--- config.mk ---
export PLATFORM = sky130hd
export DESIGN_NAME = int_exec_unit
export DESIGN_NICKNAME = d
export VERILOG_FILES = /design/src/rtl/iexu_pkg.sv /design/src/rtl/iexu_addsub.sv /design/src/rtl/iexu_shift.sv /design/src/rtl/iexu_lead.sv /design/src/rtl/int_exec_unit.sv
export SDC_FILE = /design/constraint.sdc
export NUM_CORES = 1
export LEC_CHECK = 0
export ABC_AREA = 0
export BUFFER_PORTS_ARGS = -buffer_cell sky130_fd_sc_hd__buf_2
export CAP_MARGIN = 25
export CELL_PAD_IN_SITES_DETAIL_PLACEMENT = 2
export CELL_PAD_IN_SITES_GLOBAL_PLACEMENT = 2
export CORE_AREA = 10 10 166 207
export DETAILED_ROUTE_END_ITERATION = 6
export DIE_AREA = 0 0 176 217
export GPL_TIMING_DRIVEN = 1
export PLACE_DENSITY_LB_ADDON = 0.15
export SETUP_SLACK_MARGIN = 0.4
export SLEW_MARGIN = 20
export SYNTH_ARGS = -nofsm -noshare
export SYNTH_HDL_FRONTEND = slang
export SYNTH_HIERARCHICAL = 1
export SYNTH_SLANG_ARGS = --single-unit
--- constraint.sdc ---
create_clock -name clk -period 3.5 [get_ports clk]
set_input_delay 0.7 -clock clk [delete_from_list [all_inputs] [get_ports clk]]
set_output_delay 0.7 -clock clk [all_outputs]
set_load 0.05 [all_outputs]
--- src/rtl/iexu_pkg.sv ---
package iexu_pkg;
  typedef enum logic [3:0] {
    OP_ADD_T = 4'd0,
    OP_ADD_W = 4'd1,
    OP_SUB_T = 4'd2,
    OP_SUB_W = 4'd3,
    OP_SHL_I = 4'd4,
    OP_SHR_I = 4'd5,
    OP_SAR_I = 4'd6,
    OP_ROR_I = 4'd7,
    OP_SHL_V = 4'd8,
    OP_SHR_V = 4'd9,
    OP_SAR_V = 4'd10,
    OP_ROR_V = 4'd11,
    OP_LZ    = 4'd12,
    OP_LO    = 4'd13
  } iexu_op_e;

  // low two opcode bits of the shift group select the kind directly
  typedef enum logic [1:0] {
    SH_LEFT   = 2'd0,
    SH_LRIGHT = 2'd1,
    SH_ARIGHT = 2'd2,
    SH_ROTR   = 2'd3
  } shift_kind_e;
endpackage

--- src/rtl/iexu_addsub.sv ---
module iexu_addsub #(
  parameter int W = 32
) (
  input  logic [W-1:0] a,
  input  logic [W-1:0] b,
  input  logic         sub,
  input  logic         trap,
  output logic [W-1:0] sum,
  output logic         ovf
);
  logic [W-1:0] sign_err;

  always_comb begin
    sum      = sub ? (a - b) : (a + b);
    sign_err = sub ? ((a ^ b) & (a ^ sum)) : (~(a ^ b) & (sum ^ b));
    ovf      = trap & sign_err[W-1];
  end

  always_comb begin
    if (ovf && !sub)
      a_r1_add_ovf_sign: assert (a[W-1] == b[W-1] && sum[W-1] != a[W-1]);
    if (ovf && sub)
      a_r2_sub_ovf_sign: assert (a[W-1] != b[W-1] && sum[W-1] != a[W-1]);
  end
endmodule

--- src/rtl/iexu_shift.sv ---
module iexu_shift
  import iexu_pkg::*;
#(
  parameter int W  = 32,
  parameter int SW = $clog2(W)
) (
  input  logic [W-1:0]  val,
  input  logic [SW-1:0] amt,
  input  shift_kind_e   kind,
  output logic [W-1:0]  res
);
  localparam int BW = SW + 1;
  logic [BW-1:0] back;

  always_comb begin
    back = BW'(W) - BW'(amt);
    unique case (kind)
      SH_LEFT:   res = val << amt;
      SH_LRIGHT: res = val >> amt;
      SH_ARIGHT: res = W'($signed(val) >>> amt);
      default:   res = (amt == '0) ? val : ((val >> amt) | (val << back));
    endcase
  end

  always_comb begin
    if (kind == SH_ARIGHT)
      a_r5_sign_fill: assert (res[W-1] == val[W-1]);
    if (kind == SH_LRIGHT && amt != '0)
      a_r4_zero_fill: assert (res[W-1] == 1'b0);
  end
endmodule

--- src/rtl/iexu_lead.sv ---
module iexu_lead #(
  parameter int W  = 32,
  parameter int CW = $clog2(W) + 1
) (
  input  logic [W-1:0]  val,
  input  logic          ones,
  output logic [CW-1:0] cnt
);
  logic [W-1:0] probe;
  logic         found;

  always_comb begin
    probe = ones ? ~val : val;
    cnt   = CW'(W);
    found = 1'b0;
    for (int i = W - 1; i >= 0; i--) begin
      if (!found && probe[i]) begin
        cnt   = CW'(W - 1 - i);
        found = 1'b1;
      end
    end
  end

  always_comb begin
    if (cnt == CW'(W))
      a_r8_full_count: assert (ones ? (&val) : (~|val));
  end
endmodule

--- src/rtl/int_exec_unit.sv ---
module int_exec_unit
  import iexu_pkg::*;
#(
  parameter int W       = 32,
  parameter int REG_OUT = 1
) (
  input  logic                 clk,
  input  logic                 rst_n,
  input  logic                 in_valid,
  output logic                 in_ready,
  input  logic [3:0]           in_op,
  input  logic [W-1:0]         in_a,
  input  logic [W-1:0]         in_b,
  input  logic [$clog2(W)-1:0] in_shamt,
  output logic                 out_valid,
  input  logic                 out_ready,
  output logic [W-1:0]         out_res,
  output logic                 out_ovf,
  output logic                 out_wen
);
  localparam int SW = $clog2(W);
  localparam int CW = SW + 1;

  iexu_op_e      op;
  logic          is_sub, is_trap, is_var;
  logic [SW-1:0] sh_amt;
  shift_kind_e   sh_kind;
  logic [W-1:0]  as_sum, sh_res;
  logic          as_ovf;
  logic [CW-1:0] lead_cnt;
  logic [W-1:0]  c_res;
  logic          c_ovf;

  always_comb begin
    op      = iexu_op_e'(in_op);
    is_sub  = (op == OP_SUB_T) || (op == OP_SUB_W);
    is_trap = (op == OP_ADD_T) || (op == OP_SUB_T);
    is_var  = in_op[3];
    sh_amt  = is_var ? in_a[SW-1:0] : in_shamt;
    sh_kind = shift_kind_e'(in_op[1:0]);
  end

  iexu_addsub #(.W(W)) u_addsub (
    .a(in_a), .b(in_b), .sub(is_sub), .trap(is_trap), .sum(as_sum), .ovf(as_ovf)
  );

  iexu_shift #(.W(W), .SW(SW)) u_shift (
    .val(in_b), .amt(sh_amt), .kind(sh_kind), .res(sh_res)
  );

  iexu_lead #(.W(W), .CW(CW)) u_lead (
    .val(in_a), .ones(op == OP_LO), .cnt(lead_cnt)
  );

  always_comb begin
    c_res = '0;
    c_ovf = 1'b0;
    case (op)
      OP_ADD_T, OP_ADD_W, OP_SUB_T, OP_SUB_W: begin
        c_res = as_sum;
        c_ovf = as_ovf;
      end
      OP_SHL_I, OP_SHR_I, OP_SAR_I, OP_ROR_I,
      OP_SHL_V, OP_SHR_V, OP_SAR_V, OP_ROR_V: c_res = sh_res;
      OP_LZ, OP_LO: c_res = W'(lead_cnt);
      default: ;
    endcase
  end

  generate
    if (REG_OUT != 0) begin : g_reg
      logic         vld_q;
      logic [W-1:0] res_q;
      logic         ovf_q;
      logic [W-1:0] chk_sum;

      assign chk_sum   = in_a + in_b;
      assign in_ready  = !vld_q || out_ready;
      assign out_valid = vld_q;
      assign out_res   = res_q;
      assign out_ovf   = ovf_q;
      assign out_wen   = !ovf_q;

      always_ff @(posedge clk or negedge rst_n) begin
        if (!rst_n) begin
          vld_q <= 1'b0;
          res_q <= '0;
          ovf_q <= 1'b0;
        end else if (in_valid && in_ready) begin
          vld_q <= 1'b1;
          res_q <= c_res;
          ovf_q <= c_ovf;
        end else if (out_ready) begin
          vld_q <= 1'b0;
        end
      end

      a_r11_hold: assert property (@(posedge clk) disable iff (!rst_n)
        out_valid && !out_ready |=> out_valid && $stable(out_res) && $stable(out_ovf));

      a_r10_unused_zero: assert property (@(posedge clk) disable iff (!rst_n)
        in_valid && in_ready && (in_op >= 4'd14) |=> out_valid && out_res == '0 && !out_ovf);

      a_r1_trap_taken: assert property (@(posedge clk) disable iff (!rst_n)
        in_valid && in_ready && in_op == 4'd0 && in_a[W-1] == in_b[W-1]
        && chk_sum[W-1] != in_a[W-1] |=> out_ovf && !out_wen);

      a_r3_no_overflow: assert property (@(posedge clk) disable iff (!rst_n)
        in_valid && in_ready && (in_op == 4'd1 || in_op == 4'd3) |=> !out_ovf);
    end else begin : g_comb
      assign in_ready  = out_ready;
      assign out_valid = in_valid;
      assign out_res   = c_res;
      assign out_ovf   = c_ovf;
      assign out_wen   = !c_ovf;
    end
  endgenerate
endmodule

==> results of run 1 <==
-- kinds of logic after synthesis --
kind of cell | Yosys count | share of synthesized area
buf+inv | 199 | 0.0767
flops | 34 | 0.0709
xor+xnor | 68 | 0.0503
mux | 205 | 0.255
compound gates | 563 | 0.319
simple gates | 471 | 0.189
fa+ha+maj | 37 | 0.0392
-- cells in the mapped netlist (all sizes together), types with 11 or more instances --
master  number  area, sq um
inv         38          143
o32ai       13          114
o211ai      28          210
nand3       33          170
mux2i       81          811
clkbuf      97          368
nor3        46          246
a31oi       21          131
a21o        12         90.1
mux4        76         1710
nor2       127          479
o22ai       19          131
or3         11         78.8
a22oi       32          240
dfrtp       34          851
ha          36          450
o21a        17          128
buf         63          405
o21ai       92          464
nand4       11         68.8
a211oi      15          118
and2        14         90.1
nand2b      19          126
o31ai       13         97.6
mux2        48          541
and3        20          126
xor2        21          184
o221ai      17          155
a21oi      164          825
nand2      143          537
xnor2       47          419
nor2b       13         83.8
nor4        12         87.6
-- per-stage QoR --
stage	instance area (sq um)	TNS, ns	cells
after floorplan	12400	-4.17	1577
after global placement	16500	-14.92	2438
==> metrics, run 1 <==
I/O pin total 113; share of the yosys chip area belonging to registers 0.0709; detailed placer's ending HPWL 78.6 mm; flip-flop and latch count after synthesis 34; last weighted congestion value of the routability-driven placer 1.11; number of placement rows 72; result of the run aborted with a tool error; post-synthesis cell count 1577; Die Wd 176 um; overall die height 217 um; count of buffers from port buffering 112; number of flops mapped to enable cells by yosys 0; first reported error [ERROR DPL-0033] detailed placement checks failed during check placement.; top flip-flop cell by instance count after synthesis sky130_fd_sc_hd__dfrtp_1; Initial Util 0.394; failing step 3_5_place_dp; post-synth net total 1691; share of async-settable or async-resettable flops after synthesis 1.00; mean cell area of the mapped netlist 7.61 sq um; synthesized area 12000 sq um; number of library cell types mapped by synthesis 100; number of synthesis warnings 6
==> run 2, diff against run 1 <==
--- a/config.mk
+++ b/config.mk
@@ -8,14 +8,11 @@
 export ABC_AREA = 0
 export BUFFER_PORTS_ARGS = -buffer_cell sky130_fd_sc_hd__buf_2
 export CAP_MARGIN = 25
-export CELL_PAD_IN_SITES_DETAIL_PLACEMENT = 2
-export CELL_PAD_IN_SITES_GLOBAL_PLACEMENT = 2
-export CORE_AREA = 10 10 166 207
+export CORE_AREA = 10 10 189 191
 export DETAILED_ROUTE_END_ITERATION = 6
-export DIE_AREA = 0 0 176 217
+export DIE_AREA = 0 0 199 201
 export GPL_TIMING_DRIVEN = 1
 export PLACE_DENSITY_LB_ADDON = 0.15
-export SETUP_SLACK_MARGIN = 0.4
 export SLEW_MARGIN = 20
 export SYNTH_ARGS = -nofsm -noshare
 export SYNTH_HDL_FRONTEND = slang
==> run 2 against run 1 <==
The flow now finishes, with violations (setup timing). Area after synthesis did not move. Synthesized cell count stayed put.
==> metrics, run 2 <==
post-synthesis cell count 1577; post-synth net total 1691; share of async-settable or async-resettable flops after synthesis 1.00; Synth area leader sky130_fd_sc_hd__mux4_2; maximum number of pins on one net before global-route repair 45; synthesized area 12000 sq um; setup violation total in the final timing report 22; result of the run complete, but fails checks; Pwr Total 5.83 mW; # Max-Cap Violations 0; setup slack, reg-to-reg 1.98 ns; final count of hold timing violations 0; via total after detailed routing 16700; Critical Path AT 3.89 ns; max FFs per register 32; share of the yosys chip area belonging to registers 0.0709; Pleak 7.88 nW; number of placement rows 66; most frequent cells in the layout 500 x sky130_fd_sc_hd__buf_4, 132 x sky130_fd_sc_hd__a21oi_1, 130 x sky130_fd_sc_hd__nand2_1; remaining max-slew budget at the tightest pin 0.463; transition at the pin with the smallest max-transition slack 0.805 ns; detailed placer's ending HPWL 57.9 mm; area of combinational cells with multiple inputs 11500 sq um; count of buffers from port buffering 112; maximum number of buffers from clock root to sink 2; I/O pin total 113; Total Negative Setup Slacks -3.13 ns; top flip-flop cell by instance count after synthesis sky130_fd_sc_hd__dfrtp_1; nature of the critical path startpoint input pin; flip-flop and latch count after synthesis 34; GR met1 Demand/Resource 0.515; Clock Skews 0.00575 ns; most common cell after layout, fill and taps aside sky130_fd_sc_hd__buf_4; die area 40000 sq um; Max Fclk 0.267 GHz; Die Wd 199 um; clock tree from TritonCTS built; worst path setup slack after routing -0.242 ns; met2 capacity usage during global routing 0.485; fraction of final layout cells sized beyond drive strength 1 0.491; area after detailed placement 16500 sq um; RSZ-0062 raised after global routing yes; remaining global-route overflow 0; Post-CTS Hold Buffers 0; last weighted congestion value of the routability-driven placer 1.09; sequential cell area 851 sq um; clock root buffer master sky130_fd_sc_hd__clkbuf_16; H-tree depth 2; element type at the critical path end flop; post-detailed-routing wire length 76.3 mm; failing checks setup timing; worst vdd rail ir drop 0.000219 V; Post-Place Worst Slack -0.954 ns; Inserted Clock Buffers 5; gr usage total 0.360; Initial DRC Count 2187; Final ANT Viol Nets 0; remaining design rule violation count 0; Initial Util 0.374; post-detailed-route via-to-cell ratio 6.66; ant diodes 0; smallest hold slack 0.510 ns; Inst Count DP 2438; CTS sink cnt 34; number of flops mapped to enable cells by yosys 0; clock transition at the registers of the reported paths 0.06 ns; highest-utilization routing layer at the global route stage met1; most common cell in the netlist sky130_fd_sc_hd__a21oi_1; antenna violations before repair 0; final net count 2207; highest net fanout along the worst path 3; later-pin clock latency in the skew report 0.27 ns; FILL cells 2979; number of synthesis warnings 6; GR Layer Usage met3 0.113; number of library cell types mapped by synthesis 100; WS Path Type input pin to flop; Pwr per Cell Area 316 nW/um^2; final instance count without filler cells 2501; proportion of netlist area held by the largest area contributor 0.143; final core utilization 0.575; Data required, critical path 3.64 ns; Area growth, synth to finish 53.7%; cell area after layout 18400 sq um; mean cell area of the mapped netlist 7.61 sq um; most frequent cells after synthesis 163 x sky130_fd_sc_hd__a21oi_1, 143 x sky130_fd_sc_hd__nand2_1, 126 x sky130_fd_sc_hd__nor2_1; final critical delay including setup and external delays 3.74 ns; area of the core region 32000 sq um; overall die height 201 um; portion of the clock cycle consumed by the worst path in the final layout 1.07; leading cell types by total area after synthesis sky130_fd_sc_hd__mux4_2 14%, sky130_fd_sc_hd__dfrtp_1 7.1%, sky130_fd_sc_hd__a21oi_1 6.8%; wire length per cell 30.5 um; drt pass-1 iters 5; classification of the worst-slack hold path input pin to async pin; global-route wire length before repair 108 mm; vias in the first global route 15600; count of pins over their slew limit 0
## run 2: cell counts after synthesis
No cell type changed its count.
## run 2: cell type report
| type | instances | area share |
|---|---|---|
| tap | 408 | 0.0277 |
| sequential | 34 | 0.0462 |
| clock inverter | 2 | 0.000543 |
| timing repair buffer | 669 | 0.287 |
| multi-input combinational | 1344 | 0.623 |
| clock buffer | 5 | 0.00679 |
| inverter | 39 | 0.00835 |
## run 2: final timing paths
path / startpoint / to / depth (start not counted)
max: in_b[13] / out_res[25]$_DFFE_PN0P_ / 17
min reg2reg: out_res[20]$_DFFE_PN0P_ / out_res[20]$_DFFE_PN0P_ / 2
min: rst_n / out_res[9]$_DFFE_PN0P_ / 1
max in group asynchronous: rst_n / out_res[26]$_DFFE_PN0P_ / 1
max reg2reg: out_valid$_DFFE_PN0P_ / out_ovf$_DFFE_PN0P_ / 3
min in group clk: out_res[20]$_DFFE_PN0P_ / out_res[20]$_DFFE_PN0P_ / 2
## run 2: logic make-up (layout without fill, tap and decap cells)
family | Yosys count | count (layout) | share of synthesized area
XOR/XNOR | 68 | 68 | 0.0503
AND/OR/NAND/NOR | 471 | 471 | 0.189
multiplexers | 205 | 205 | 0.255
AO/OA/AOI/OAI | 563 | 563 | 0.319
flip-flops | 34 | 34 | 0.0709
buffers and inverters | 199 | 715 | 0.0767
adder cells (fa/ha/maj) | 37 | 37 | 0.0392
## run 2: repair_timing
item / in CTS / in global routing
buffers inserted: 16 / 41
hold endpoints to repair: 0 / 0
gates cloned: 0 / 4
endpoints found under the setup margin: 33 / 33
resized for setup: 139 / 138
pin swaps: 71 / 89
## run 2: critical path: stages
cell and delay (ns):
sky130_fd_sc_hd__buf_6 0.10, sky130_fd_sc_hd__nor4_4 0.28, sky130_fd_sc_hd__buf_4 0.17, sky130_fd_sc_hd__or2b_4 0.29
sky130_fd_sc_hd__nor2_2 0.10, sky130_fd_sc_hd__a21oi_2 0.07, sky130_fd_sc_hd__xnor2_1 0.18, sky130_fd_sc_hd__ha_1 0.28
sky130_fd_sc_hd__a21o_1 0.22, sky130_fd_sc_hd__buf_6 0.13, sky130_fd_sc_hd__o21bai_1 0.14, sky130_fd_sc_hd__a221o_1 0.33
sky130_fd_sc_hd__a41oi_4 0.32, sky130_fd_sc_hd__o31ai_2 0.11, sky130_fd_sc_hd__xor2_1 0.15, sky130_fd_sc_hd__a22oi_1 0.22
sky130_fd_sc_hd__a21oi_1 0.11
## run 2: where the power goes
part | internal, mW | switching, mW | total [mW]
logic | 2.11 | 2.79 | 4.89
registers | 0.471 | 0.0521 | 0.523
clock network | 0.257 | 0.161 | 0.418
total | 2.83 | 3.00 | 5.83
## run 2: layer usage
layer	vias up	wire (um)
li1	7120	-
met1	8127	31500
met2	1207	30500
met3	204	10700
met4	0	3630
met5	-	0
Power figures use the tool's default switching activity.
